==> src/rtl/qcnt_pkg.sv <==
package qcnt_pkg;

    localparam int NIRQ          = 6;
    localparam int IRQ_WDOG      = 0;
    localparam int IRQ_RST_DN    = 1;
    localparam int IRQ_RST_UP    = 2;
    localparam int IRQ_DIR       = 3;
    localparam int IRQ_FIFO_ENT  = 4;
    localparam int IRQ_FIFO_CRIT = 5;

    typedef enum logic [1:0] {
        STEP_NONE = 2'd0,
        STEP_UP   = 2'd1,
        STEP_DN   = 2'd2,
        STEP_ERR  = 2'd3
    } step_e;

    typedef struct packed {
        logic       flt_en;
        logic       swap;
        logic [1:0] gate;
        logic       ceil_mode;
    } mode_t;

    // Successor of a {A,B} state in the forward direction.
    function automatic logic [1:0] fwd_state(input logic [1:0] s);
        logic [1:0] r;
        case (s)
            2'b00:   r = 2'b10;
            2'b10:   r = 2'b11;
            2'b11:   r = 2'b01;
            default: r = 2'b00;
        endcase
        return r;
    endfunction

endpackage

==> src/rtl/qcnt_filter.sv <==
module qcnt_filter #(
    parameter int LEN_W = 21
) (
    input  logic             clk,
    input  logic             rst,
    input  logic             raw,
    input  logic             bypass,
    input  logic [LEN_W-1:0] len,
    output logic             clean
);
    localparam int CW = LEN_W + 1;

    logic [CW-1:0] hold_cnt;
    logic [CW-1:0] limit;

    assign limit = {1'b0, len} + CW'(1);

    always_ff @(posedge clk) begin
        if (rst) begin
            clean    <= 1'b0;
            hold_cnt <= '0;
        end else if (bypass) begin
            clean    <= raw;
            hold_cnt <= '0;
        end else if (raw != clean) begin
            if (hold_cnt == limit) begin
                clean    <= raw;
                hold_cnt <= '0;
            end else begin
                hold_cnt <= hold_cnt + CW'(1);
            end
        end else begin
            hold_cnt <= '0;
        end
    end

    // a filtered change only passes after the full hold window
    a_r3_hold_window: assert property (@(posedge clk) disable iff (rst)
        (!$past(bypass) && clean != $past(clean)) |-> ($past(hold_cnt) == $past(limit)));

endmodule

==> src/rtl/qcnt_sync.sv <==
module qcnt_sync #(
    parameter int W = 3
) (
    input  logic         clk,
    input  logic         rst,
    input  logic [W-1:0] d,
    output logic [W-1:0] q
);
    logic [W-1:0] meta;

    always_ff @(posedge clk) begin
        if (rst) begin
            meta <= '0;
            q    <= '0;
        end else begin
            meta <= d;
            q    <= meta;
        end
    end
endmodule

==> src/rtl/qcnt_decode.sv <==
module qcnt_decode
    import qcnt_pkg::*;
(
    input  logic [1:0] prev,
    input  logic [1:0] cur,
    output step_e      step
);
    always_comb begin
        if (cur == prev)                 step = STEP_NONE;
        else if (cur == fwd_state(prev)) step = STEP_UP;
        else if (prev == fwd_state(cur)) step = STEP_DN;
        else                             step = STEP_ERR;
    end
endmodule

==> src/rtl/quad_counter.sv <==
module quad_counter
    import qcnt_pkg::*;
#(
    parameter int CNT_W = 32,
    parameter int LEN_W = 21
) (
    input  logic             clk,
    input  logic             rst,
    input  logic             en,
    input  logic             flt_en,
    input  logic [LEN_W-1:0] flt_len,
    input  logic             swap_ab,
    input  logic [1:0]       gate_sel,
    input  logic             ceil_mode,
    input  logic [CNT_W-1:0] ceiling,
    input  logic [5:0]       irq_mask,
    input  logic [5:0]       irq_clr,
    input  logic             pin_a,
    input  logic             pin_b,
    input  logic             pin_idx,
    output logic [CNT_W-1:0] count,
    output logic             dir_up,
    output logic             phase_err,
    output logic [5:0]       irq_status,
    output logic             irq
);
    localparam int NPIN  = 3;
    localparam int P_A   = 0;
    localparam int P_B   = 1;
    localparam int P_IDX = 2;

    // ---------------- frozen configuration ----------------
    mode_t            mode_q;
    logic [LEN_W-1:0] len_q;
    logic [CNT_W-1:0] ceil_q;

    always_ff @(posedge clk) begin
        if (rst) begin
            mode_q <= '0;
            len_q  <= '0;
            ceil_q <= '1;
        end else if (!en) begin
            mode_q <= '{flt_en: flt_en, swap: swap_ab, gate: gate_sel, ceil_mode: ceil_mode};
            len_q  <= flt_len;
            ceil_q <= ceiling;
        end
    end

    // ---------------- input conditioning ----------------
    logic [NPIN-1:0] raw_pins, flt_pins, syn_pins;
    assign raw_pins = {pin_idx, pin_b, pin_a};

    for (genvar i = 0; i < NPIN; i++) begin : g_flt
        qcnt_filter #(.LEN_W(LEN_W)) u_flt (
            .clk    (clk),
            .rst    (rst),
            .raw    (raw_pins[i]),
            .bypass (!mode_q.flt_en),
            .len    (len_q),
            .clean  (flt_pins[i])
        );
    end

    qcnt_sync #(.W(NPIN)) u_sync (
        .clk (clk),
        .rst (rst),
        .d   (flt_pins),
        .q   (syn_pins)
    );

    // ---------------- decoding ----------------
    logic [1:0] ab_phys, ab_cur, ab_prev;
    logic       idx_prev;
    step_e      step;

    assign ab_phys = {syn_pins[P_A], syn_pins[P_B]};
    assign ab_cur  = mode_q.swap ? {syn_pins[P_B], syn_pins[P_A]} : ab_phys;

    always_ff @(posedge clk) begin
        if (rst) begin
            ab_prev  <= '0;
            idx_prev <= 1'b0;
        end else begin
            ab_prev  <= ab_cur;
            idx_prev <= syn_pins[P_IDX];
        end
    end

    qcnt_decode u_dec (
        .prev (ab_prev),
        .cur  (ab_cur),
        .step (step)
    );

    logic idx_hit;
    assign idx_hit = syn_pins[P_IDX] && !idx_prev && (ab_phys == mode_q.gate)
                     && !mode_q.ceil_mode;

    // ---------------- count and events ----------------
    logic [CNT_W-1:0] count_q, count_nxt;
    logic             dir_q, dir_nxt, seen_q, seen_nxt, err_q, err_nxt;
    logic [NIRQ-1:0]  status_q, evt;

    always_comb begin
        count_nxt = count_q;
        dir_nxt   = dir_q;
        seen_nxt  = seen_q;
        err_nxt   = err_q;
        evt       = '0;
        if (!en) begin
            err_nxt = 1'b0;
        end else if (idx_hit) begin
            count_nxt = '0;
            if (dir_q) evt[IRQ_RST_UP] = 1'b1;
            else       evt[IRQ_RST_DN] = 1'b1;
        end else begin
            case (step)
                STEP_UP: begin
                    if (mode_q.ceil_mode && count_q == ceil_q) begin
                        count_nxt          = '0;
                        evt[IRQ_RST_UP]    = 1'b1;
                    end else begin
                        count_nxt = count_q + CNT_W'(1);
                    end
                end
                STEP_DN: begin
                    if (mode_q.ceil_mode && count_q == '0) begin
                        count_nxt          = ceil_q;
                        evt[IRQ_RST_DN]    = 1'b1;
                    end else begin
                        count_nxt = count_q - CNT_W'(1);
                    end
                end
                STEP_ERR: err_nxt = 1'b1;
                default:  ;
            endcase
            if (step == STEP_UP || step == STEP_DN) begin
                dir_nxt  = (step == STEP_UP);
                seen_nxt = 1'b1;
                if (seen_q && (dir_q != dir_nxt)) evt[IRQ_DIR] = 1'b1;
            end
        end
    end

    always_ff @(posedge clk) begin
        if (rst) begin
            count_q  <= '0;
            dir_q    <= 1'b1;
            seen_q   <= 1'b0;
            err_q    <= 1'b0;
            status_q <= '0;
        end else begin
            count_q  <= count_nxt;
            dir_q    <= dir_nxt;
            seen_q   <= seen_nxt;
            err_q    <= err_nxt;
            status_q <= (status_q & ~irq_clr) | evt;
        end
    end

    assign count      = count_q;
    assign dir_up     = dir_q;
    assign phase_err  = err_q;
    assign irq_status = status_q;
    assign irq        = |(status_q & ~irq_mask);

    // ---------------- assertions ----------------
    // nothing moves while disabled
    a_r10_idle_hold: assert property (@(posedge clk) disable iff (rst)
        !en |=> $stable(count_q));

    // an illegal transition leaves the count and raises the flag
    a_r2_error_hold: assert property (@(posedge clk) disable iff (rst)
        (en && step == STEP_ERR && !idx_hit) |=> ($stable(count_q) && err_q));

    // a forward step in free-running mode adds exactly one
    a_r1_unit_step: assert property (@(posedge clk) disable iff (rst)
        (en && step == STEP_UP && !idx_hit && !mode_q.ceil_mode)
        |=> (count_q == $past(count_q) + CNT_W'(1)));

    // a qualified index edge zeroes the count
    a_r5_index_zero: assert property (@(posedge clk) disable iff (rst)
        (en && idx_hit) |=> (count_q == '0));

    // ceiling mode keeps the count within bounds
    a_r7_ceiling_bound: assert property (@(posedge clk) disable iff (rst)
        (en && mode_q.ceil_mode && count_q <= ceil_q) |=> (count_q <= ceil_q));

    // write-one-to-clear removes the addressed bits when no event can set them
    a_r9_w1c: assert property (@(posedge clk) disable iff (rst)
        (!en && |(irq_clr & status_q)) |=> ((status_q & $past(irq_clr)) == '0));

endmodule

==> config.mk <==
export PLATFORM = sky130hd
export DESIGN_NAME = quad_counter
export DESIGN_NICKNAME = d
export VERILOG_FILES = /design/src/rtl/qcnt_pkg.sv /design/src/rtl/qcnt_filter.sv /design/src/rtl/qcnt_sync.sv /design/src/rtl/qcnt_decode.sv /design/src/rtl/quad_counter.sv
export SDC_FILE = /design/constraint.sdc
export NUM_CORES = 1
export LEC_CHECK = 0
export BUFFER_PORTS_ARGS = -buffer_cell sky130_fd_sc_hd__buf_2
export CAP_MARGIN = 20
export CORE_MARGIN = 1
export CORE_UTILIZATION = 40
export DETAILED_ROUTE_END_ITERATION = 10
export GPL_TIMING_DRIVEN = 0
export PLACE_DENSITY_LB_ADDON = 0.08
export SLEW_MARGIN = 5
export SYNTH_ARGS = -nofsm -noshare
export SYNTH_HDL_FRONTEND = slang
export SYNTH_SLANG_ARGS = --single-unit
==> constraint.sdc <==
create_clock -name clk -period 2.7 [get_ports clk]
set_input_delay 0.27 -clock clk [delete_from_list [all_inputs] [get_ports clk]]
set_output_delay 0.27 -clock clk [all_outputs]
set_load 0.1 [all_outputs]
After elaboration in Yosys (flattened, before gate mapping):

Cells that the tools add are included.

* bitwise operators: 11
* $add $sub $neg: 6
* order comparisons: 0
* muxes and demuxes: 33
* shift-type cells: 0
* reduce and logical (&&, ||, !) cells: 24
* multipliers: 0
* equal/unequal tests: 25
* div/mod/pow operators: 0

Operator list (count)
* $mux 32: 3
* $add 22x1->22 const B: 3
* $eq 22x22->1: 3
* $pmux 32 s2: 1
* $add 32x1->32 const B: 1
* $eq 32x32->1: 1
* $logic_not 32->1: 1
* $sub 32x1->32 const B: 1
* $add 21x1->22 const B: 1
* $mux 1: 19
* $mux 2: 7
* $and 6x6->6: 2
* $eq 2x2->1 const B: 6
* $ne 2x1->1 const B: 6
* $not 6->6: 2
* $pmux 2 s3: 2
* $reduce_or 4->1: 3
* $reduce_and 2->1: 5
* $eq 2x2->1: 4
* $logic_and 1x1->1: 6
* $not 1->1: 6
* $or 6x4->6: 1
* $reduce_or 6->1: 1
* $logic_not 2->1: 2
* 8 further kinds: 12

* register bits after elaboration: 177
* RAM bits: 0
* memories kept: 0
* input port bits: 76
* latch bits: 0
* ROM bits: 0

Logic depth before layout (Yosys ltp):

Gate-level depths: netlist of run 1.

* depth after elaboration: 18
* mapped depth: 13
* gate-level depth less buffers: 12

Modules after synthesis:

Synthesis of run 1 repeated with hierarchy kept, for this count alone.

* cell total of the unflattened synthesis: 1419
* area, all modules: 11872.6 um2

By module, submodules not included
* quad_counter: instances 1, cells an instance 744, area each 5973.2 um2
* qcnt_filter: instances 3, cells an instance 218, area each 1895.6 um2
* qcnt_sync: instances 1, cells an instance 12, area each 157.7 um2
* qcnt_decode: instances 1, cells an instance 9, area each 55.1 um2

Worst setup path before layout of run 1:

Ideal clock, no wire load.

* path type: register to register
* start: register count_q[16] (netlist: count[16])
* end: register count_q[14] (netlist: count[14])
* required time: 2.629 ns
* arrival: 3.337 ns
* cell stages (with the launch flop): 12
* buffers on the path: 4
* slack: -0.708 ns
* library setup time: 0.071 ns
* cell sequence: dfxtp_1 -> buf_6 -> or4_1 -> buf_2 -> or4_4 -> or3_1 -> buf_2 -> buf_6 -> mux2i_1 -> a2111oi_0 -> o21ai_0 -> a21oi_1

* longest elaborated chain between the ends: 5
* elaborated cells between the ends (all ways): 8
* classes of those cells: 1 x eq/ne; 4 x mux; 3 x reduce/logical

Ends and longest elaborated chain
* start, declared: RTL line quad_counter.sv:100 `logic [CNT_W-1:0] count_q, count_nxt;`
* start signal, assigned: RTL line quad_counter.sv:153 `count_q <= count_nxt;`
* $eq 32x32->1 / $logic_not 32->1 (equally long branches): RTL line quad_counter.sv:119, quad_counter.sv:127
* $logic_and 1x1->1 (on tied branches): RTL line quad_counter.sv:119, quad_counter.sv:127
* $mux 32 (on tied branches): RTL line quad_counter.sv:119, quad_counter.sv:127
* $pmux 32 s2 (*): RTL line quad_counter.sv:117 `case (step)`
* $mux 32 (*): RTL line quad_counter.sv:112 `end else if (idx_hit) begin`

Every way passes the cells marked *; elsewhere a longest branch is shown, timed or not.
A chain may end at the register's enable or synchronous reset.

Final worst setup path of run 1:

* start: register count_q[17] (netlist: count[17])
* end: register count_q[5] (netlist: count[5])

Same word-level chain as after synthesis.

==> impl_metrics.toml, run 1 <==
[status]
outcome = "finished with violations"
violations = "setup timing"

[clock_network]
clock_path_buffers = 2
cts_htree_levels = 4
cts_buffers = 17
cts.sinks = 177
clkLatencyLatePin_ns = 0.45
clk_pin_slew_ns = 0.08
cts_tree = "built"
cts-root-buf = "clkbuf_16"

[yosys]
syn_inst = 1500
ys_seq_elements = 177
syn-cell-area_mm2 = 0.0119
synth_top_area_share_pct = 29.8
async_flop_share_pct = 0
ys_seq_area_share_pct = 29.8
yosys_warnings = 0
synth_edf_count = 0
ys_types = 80
synth.largest_area_cell = "dfxtp_1"
syn_nets = 1586
synthFlopType = "dfxtp_1"
synthTopCellsByArea = "dfxtp_1, xor2_1, xnor2_1"
syn_avg_cell_area_um2 = 7.92

[global_routing]
antenna_found_initial = 1
grt-ovfl-total = 0
grt_usage_pct = 30.2
grt_pass1_vias = 11700
grt_max_degree = 18
grt_pass1_wl_mm = 70.1

[routing]
routedWlPerCell_um = 22.2
vias = 12700
drt_wl_total_mm = 47.2
drt_iter0_drc = 1243
via_per_inst = 5.98
drc = 0
dr.pass1.iters = 5
ant_nets = 0

[sta]
relSlewSlack_pct = 42.5
finalClockSkew_ns = 0.0119
min_period_over_period_pct = 105
rsz0062_at_grt = "true"
setup_tns_ns = -1.93
whs_ns = 0.0442
slew_violations = 0
post-route-min-period_ns = 2.83
finalSetupViolCount = 45
tightest_slew_ns = 0.863
post-route-worst-setup-slack_ns = -0.133
max_freq_mhz = 353
finalHoldViolCount = 0

[setup_path]
worstSetupPathType = "flop to flop"
startpoint_type = "flop"
r2r-start = "count[17]"
critical_path.startpoint = "count[17]"
r2r.worst_path.cells = 8
crit_fanout = 5
r2r_slack_ns = -0.13
cp_data_required_time_ns = 3.08
cp_data_arrival_time_ns = 3.21
reg2reg_to = "count[5]"
end_kind = "flop"
crit_end = "count[5]"

[pwr]
p_int_uw = 4530
p_switching_uw = 2190
p_leak_uw = 0.00602
clkPwrFrac_pct = 36.1
sw_frac_of_total_pct = 32.6
pwr-share-comb_pct = 22.1
power.share.sequential_pct = 41.8
vdd_drop_max_v = 0.000492
power.density_mw_per_mm2 = 421

[finish]
final_cell_mix = "dfxtp_1, buf_2, xor2_1"
nFillCells = 2711
drive_gt1_share_pct = 31.9
num-nets-final = 1814
n_antenna_cell = 0
final_cell_count_no_fill = 2125
area_delta_synth_final_pct = 34.6
multiInputGateArea_mm2 = 0.00877
final_core_util_pct = 55.2
final-seq-area_mm2 = 0.00363
mostFrequentLayoutCell = "dfxtp_1"

[floorplan]
row_count = 62
die_x_um = 174
placeableCoreArea_mm2 = 0.0289
initial_core_util_pct = 41.0
fp.dieH_um = 174
pin_count = 117
die_area_mm2 = 0.0304

[placed_design]
io_buffer_count = 114
dp_hpwl_mm = 33.8
dp_cells = 2000
place_ws_ns = -1.13
place.gp.congestion = 0.952

[flow_run]
drv_cap = 0

[worst_hold_path]
hp-class = "input port to flop"
power by group through the flow:
stage / clock [µW] / sequential (µW) / combinational (µW)
after global routing: 2590 / 2820 / 1570
after global placement: 0 / 2830 / 1180
after detailed placement: 0 / 2830 / 1180
after floorplan: 0 / 2880 / 753
after CTS: 2480 / 2800 / 1360
final: 2430 / 2810 / 1480
area by class of cell:
type / instances / share of cell area (%)
buffer: 107 / 4.45
timing repair buffer: 236 / 10.5
sequential: 177 / 22.7
inverter: 38 / 0.892
multi-input combinational: 1151 / 54.9
clock inverter: 14 / 0.767
tap: 384 / 3.01
clock buffer: 18 / 2.75
flip-flops by register name, indices dropped and copies added, names as in the netlist, 2 cells and up:
name / cells
irq_status: 6
len_q: 21
ceil_q: 32
ab_prev: 2
mode_q: 5
count: 32
g_flt.u_flt.hold_cnt: 66
g_flt.u_flt.clean: 3
u_sync.meta: 3
u_sync.q: 3
per-layer routing:
metal	share of wire, %	track usage (%)	vias to the layer above
met1	46	44.3	6147
li1	-	-	5870
met4	2.1	8.41	2
met2	43	44.3	601
met5	0.023	0	-
met3	9.0	6.08	84
worst min path at each step:
stage                               from       endpoint  slack [ns]  depth (start not counted)
after floorplan               irq_clr[5]  irq_status[5]        0.34                          1
after global placement    u_sync.meta[2]    u_sync.q[2]        0.42                          1
after detailed placement  u_sync.meta[2]    u_sync.q[2]        0.43                          1
after CTS                    flt_len[16]      len_q[16]        0.03                          3
after global routing         gate_sel[0]      mode_q[1]        0.05                          3
final                        flt_len[16]      len_q[16]        0.04                          3
Yosys cell counts (all sizes together), types with 41 or more instances:
cell      n
a21oi    56
clkbuf   99
dfxtp   177
mux2i    41
nand2    95
nand3    57
nor2    106
nor2b    49
nor3    112
o21ai    46
xnor2    84
xor2    108
what timing repair did:
action,CTS,global route
setup buffers,70,43
setup endpoints to repair,103,122
gates resized for setup,200,194
pin swaps,55,94
cloned,4,3
hold buffers,3,0
hold endpoints to repair,3,0
cell families after synthesis:
| kind of cell | count (synthesis) | synth area share, % |
|---|---|---|
| simple gates | 627 | 28.4 |
| mux | 47 | 4.02 |
| xor+xnor | 195 | 14.7 |
| compound gates | 271 | 15.9 |
| buf+inv | 173 | 6.03 |
| fa+ha+maj | 10 | 1.05 |
| flops | 177 | 29.8 |
metrics by stage:
stage	cell area [µm²]	total power, µW
floorplan	12000	3640
global placement	13100	4020
detailed placement	13100	4020
CTS	14900	6640
global route	16000	6990
finish	16000	6730
critical path, cell delays in order (launching register included):
cell and delay, ns:
dfxtp_4 0.35, or4_4 0.54, or4_4 0.48, or3_4 0.46, buf_4 0.16, mux2i_2 0.15
a2111oi_2 0.36, o21ai_1 0.11, a21oi_1 0.14
No activity file was read; power rests on OpenSTA's default activity.
==> run 2, diff against run 1 <==
==> constraint.sdc (replaced) <==
create_clock -name clk -period 3.7 [get_ports clk]
set_input_delay 0.37 -clock clk [delete_from_list [all_inputs] [get_ports clk]]
set_output_delay 0.37 -clock clk [all_outputs]
set_load 0.1 [all_outputs]
==> run 2 against run 1 <==
The run now ends clean. First-iteration DRC count up 2.8%. Register-to-register slack better by 0.27 ns. Power down 27%. Non-clock buffer count down 85. Worst hold slack better by 0.024 ns. Sequential power down 28%. Core utilization down 7.8 points. Wire length down 6.0%. Sequential share of layout area up 3.1 points. Largest cell class unchanged.
==> impl_metrics.toml, run 2 (same netlist as run 1, synthesis figures left out) <==
[sta]
relSlewSlack_pct = 31.6
whs_ns = 0.0677
finalClockSkew_ns = 0.0129
post-route-min-period_ns = 3.56
finalHoldViolCount = 0
tightest_slew_ns = 1.03
min_period_over_period_pct = 96.2
finalSetupViolCount = 0
rsz0062_at_grt = "true"
post-route-worst-setup-slack_ns = 0.142
slew_violations = 0
max_freq_mhz = 281

[finish]
drive_gt1_share_pct = 13.5
mostFrequentLayoutCell = "dfxtp_1"
num-nets-final = 1728
top_register = "g_flt.u_flt.hold_cnt"
area_delta_synth_final_pct = 15.5
final_cell_mix = "dfxtp_1, buf_2, xor2_1"
final_core_util_pct = 47.4
final_cell_count_no_fill = 2040
largest_reg_flops = 66

[pwr]
p_leak_uw = 0.00508
vdd_drop_max_v = 0.000274
power_uw = 4900
power.density_mw_per_mm2 = 357

[worst_hold_path]
hp-class = "input port to flop"

[routing]
routedWlPerCell_um = 21.7
dr.pass1.iters = 6
drt_iter0_drc = 1278
ant_nets = 0
drt_wl_total_mm = 44.4
drc = 0
via_per_inst = 5.95
vias = 12100

[global_routing]
grt_pass1_vias = 11300
grt_pass1_wl_mm = 68.0
grt-ovfl-total = 0
antenna_found_initial = 2
grt_usage_pct = 29.3
grt_max_degree = 17

[floorplan]
die_area_mm2 = 0.0304
placeableCoreArea_mm2 = 0.0289
initial_core_util_pct = 41.0
row_count = 62
fp.dieH_um = 174
die_x_um = 174
pin_count = 117

[clock_network]
cts-root-buf = "clkbuf_16"
hold_buffers = 0
cts_tree = "built"
cts.sinks = 177
cts_buffers = 17
clk_pin_slew_ns = 0.07
clkLatencyLatePin_ns = 0.45
cts_htree_levels = 4
clock_path_buffers = 2

[setup_path]
startpoint_type = "flop"
cp_data_required_time_ns = 4.02
crit_fanout = 10
end_kind = "flop"
worstSetupPathType = "flop to flop"
cp_data_arrival_time_ns = 3.88

[status]
outcome = "completed"

[placed_design]
dp_cells = 2001
io_buffer_count = 114
place_ws_ns = -0.325
place.gp.congestion = 0.966
dp_hpwl_mm = 33.8

[flow_run]
drv_cap = 0
-- run 2: worst paths after layout --
kind / start / end / slack [ns] / cells after the start
max: len_q[1] / g_flt[2].u_flt.hold_cnt[13] / 0.14 / 10
min: irq_clr[5] / irq_status[5] / 0.07 / 2
max reg2reg: len_q[1] / g_flt[2].u_flt.hold_cnt[13] / 0.14 / 10
min reg2reg: u_sync.meta[0] / u_sync.q[0] / 0.44 / 1
-- run 2: through the flow --
step | setup TNS (ns) | cell area [µm²]
finish | 0 | 13700
global route | -1.16 | 13700
CTS | 0 | 13600
detailed placement | -10.67 | 12900
global placement | -11.26 | 12900
floorplan | 0 | 11900
-- run 2: per-layer routing --
layer / GRT usage [%] / vias to the layer above / part of all wire (%) / routed length (µm)
li1: - / 5681 / - / -
met1: 44.1 / 5846 / 48 / 21500
met2: 40.6 / 545 / 40 / 18000
met3: 5.86 / 58 / 9.0 / 4010
met4: 10.2 / 0 / 2.0 / 907
met5: 0 / - / 0 / 0
-- run 2: layout make-up --
class | instances | area, µm²
diodes | 1 | 2.50
plain buffers | 134 | 573
clock buffers | 18 | 429
clock inverters | 14 | 199
fillers | 2965 | 15200
inverters | 38 | 143
multi-input cells | 1150 | 7700
flip-flops and latches | 177 | 3540
well taps | 384 | 480
repair buffers | 124 | 641
-- run 2: timing repair --
action                                  in CTS  in global routing
resized for setup                            5                 16
endpoints found under the setup margin      64                 94
pin swaps                                    1                  1
setup buffers                                3                  3
endpoints found under the hold margin        0                  0
-- run 2: critical path, stage by stage, from the launching register on --
cell	delay, ns
dfxtp_1	0.57
ha_1	0.36
nand4_1	0.15
clkbuf_2	0.30
nor2_4	0.32
xnor2_1	0.14
or3b_2	0.50
nor4_1	0.27
and4_1	0.32
buf_1	0.40
nor3_1	0.10
-- run 2: report_power, final --
| group | total [µW] | leakage, µW | internal, µW | switching, µW |
|---|---|---|---|---|
| registers | 2030 | 0.00144 | 1960 | 65.9 |
| logic | 873 | 0.00333 | 314 | 559 |
| clock network | 2000 | 0.000306 | 1140 | 856 |
==> run 3, diff against run 2 <==
--- a/config.mk
+++ b/config.mk
@@ -7,7 +7,7 @@
 export LEC_CHECK = 0
 export BUFFER_PORTS_ARGS = -buffer_cell sky130_fd_sc_hd__buf_2
 export CAP_MARGIN = 20
-export CORE_MARGIN = 1
+export CORE_MARGIN = 2
 export CORE_UTILIZATION = 40
 export DETAILED_ROUTE_END_ITERATION = 10
 export GPL_TIMING_DRIVEN = 0
==> run 3 against run 2 <==
Final cell count barely moved. Core utilization decreased by 0.94 points. Sequential share of layout area rose by 0.10 points. Via count is 2.3% lower. First-iteration DRC count fell by 30%. Register-to-register slack worse by 0.06 ns. Sequential power hardly changed. Global-route usage down 1.5 points. Worst setup slack got worse by 0.061 ns. Critical path type unchanged. Critical endpoint is now g_flt[2].u_flt.clean. Largest power group unchanged. Highest routed layer is now met5.
==> impl_metrics.toml, run 3 (same netlist as run 1, synthesis figures left out) <==
[floorplan]
pin_count = 117
row_count = 63
die_area_mm2 = 0.0311
die_x_um = 176
initial_core_util_pct = 40.4
fp.dieH_um = 176
placeableCoreArea_mm2 = 0.0294

[sta]
slew_violations = 0
tightest_slew_ns = 1.00
post-route-min-period_ns = 3.62
whs_ns = 0.0627
relSlewSlack_pct = 33.2
max_freq_mhz = 276
setup_tns_ns = 0
rsz0062_at_grt = "true"
finalClockSkew_ns = 0.0142
post-route-worst-setup-slack_ns = 0.0804
min_period_over_period_pct = 97.8
finalSetupViolCount = 0
finalHoldViolCount = 0

[clock_network]
clock_path_buffers = 2
cts.sinks = 177
clkLatencyLatePin_ns = 0.47
hold_buffers = 0
cts_buffers = 17
cts_tree = "built"
cts_htree_levels = 4
clk_pin_slew_ns = 0.08
cts-root-buf = "clkbuf_16"

[pwr]
power.share.sequential_pct = 42.1
clkPwrFrac_pct = 40.1
p_int_uw = 3300
p_switching_uw = 1520
pwr-share-comb_pct = 17.8
power.density_mw_per_mm2 = 353
p_leak_uw = 0.00502
sw_frac_of_total_pct = 31.6
vdd_drop_max_v = 0.000324

[setup_path]
cp_data_required_time_ns = 4.04
startpoint_type = "flop"
cp_data_arrival_time_ns = 3.96
critPathTopFamily = "simple AND/OR/NAND/NOR gates"
slowest_delay_ns = 0.52
crit_path_cell_trace = "ha_1, and4_1, clkbuf_1, nand4_1, nor2_1, xnor2_1, nor4_1, a21oi_1, or3b_2"
cp_slowest_cell = "nor4_1"
cp.buffers_inverters = 1
worstSetupPathType = "flop to flop"
crit_fanout = 10
end_kind = "flop"

[placed_design]
place_ws_ns = -0.381
place.gp.congestion = 0.950
dp_hpwl_mm = 33.0
dp_cells = 2007
io_buffer_count = 114
place_area_mm2 = 0.0130

[finish]
top_register = "g_flt.u_flt.hold_cnt"
largest_reg_flops = 66
final_cell_area_mm2 = 0.0137
final_cell_count_no_fill = 2042
final-seq-area_mm2 = 0.00354
multiInputGateArea_mm2 = 0.00769
nFillCells = 2978
n_antenna_cell = 0
area_delta_synth_final_pct = 15.0
drive_gt1_share_pct = 13.1
num-nets-final = 1725
final_cell_mix = "dfxtp_1, buf_2, nor3_1"
mostFrequentLayoutCell = "dfxtp_1"

[routing]
ant_nets = 0
dr.pass1.iters = 5
vias = 11800
routedWlPerCell_um = 21.3
drt_wl_total_mm = 43.4
drt_iter0_drc = 890
via_per_inst = 5.80
drc = 0

[global_routing]
busiest_layer = "met2"
use_met2_pct = 46.9
grt_max_degree = 18
grt_usage_pct = 27.8
antenna_found_initial = 1
met3_usage_pct = 4.87
grt_pass1_wl_mm = 66.1
grt_pass1_vias = 11300
grt-ovfl-total = 0
use_met1_pct = 33.9

[flow_run]
drv_cap = 0

[worst_hold_path]
hp-class = "input port to flop"

[status]
outcome = "completed"
[run 3: power groups by stage]
| stage | logic [µW] | registers [µW] | clock network, µW |
|---|---|---|---|
| final | 860 | 2030 | 1930 |
| after global routing | 921 | 2030 | 2040 |
| after CTS | 841 | 2030 | 1960 |
| after global placement | 833 | 2070 | 0 |
| after floorplan | 536 | 2100 | 0 |
| after detailed placement | 836 | 2070 | 0 |
[run 3: area by class of cell]
type / count / area share [%]
inverters: 38 / 1.04
clock buffers: 18 / 3.14
plain buffers: 135 / 4.21
clock inverters: 14 / 1.26
flip-flops and latches: 177 / 25.9
well taps: 390 / 3.57
multi-input cells: 1150 / 56.3
repair buffers: 120 / 4.49
[run 3: stage by stage]
step | util [%] | power [µW]
floorplan | - | 2640
global placement | 44.0 | 2900
detailed placement | 44.1 | 2910
CTS | 46.2 | 4830
global route | 46.5 | 4990
finish | 46.5 | 4820
[run 3: repair_timing]
action,in CTS,in global routing
setup endpoints to repair,21,65
buffers inserted,0,3
resized for setup,5,10
pin swaps,0,2
hold endpoints to repair,0,0
[run 3: final timing paths]
check                               startpoint              endpoint  slack, ns  cells past startpoint
worst min register to register  u_sync.meta[1]           u_sync.q[1]       0.44                      1
worst min-delay path                irq_clr[5]         irq_status[5]       0.06                      2
worst max-delay path                  len_q[1]  g_flt[2].u_flt.clean       0.08                      9
worst max register to register        len_q[1]  g_flt[2].u_flt.clean       0.08                      9
[run 3: worst reg2reg max path: stages, from the launching register on]
cell and delay (ns):
dfxtp_1 0.46, ha_1 0.28, and4_1 0.21, clkbuf_1 0.42, nand4_1 0.43, nor2_1 0.37, xnor2_1 0.16, nor4_1 0.52
a21oi_1 0.15, or3b_2 0.48
[run 3: layer usage]
| layer | vias up | wire length, µm |
|---|---|---|
| met4 | 2 | 2070 |
| met2 | 465 | 20600 |
| met3 | 120 | 2670 |
| li1 | 5677 | - |
| met1 | 5583 | 18100 |
| met5 | - | 12 |
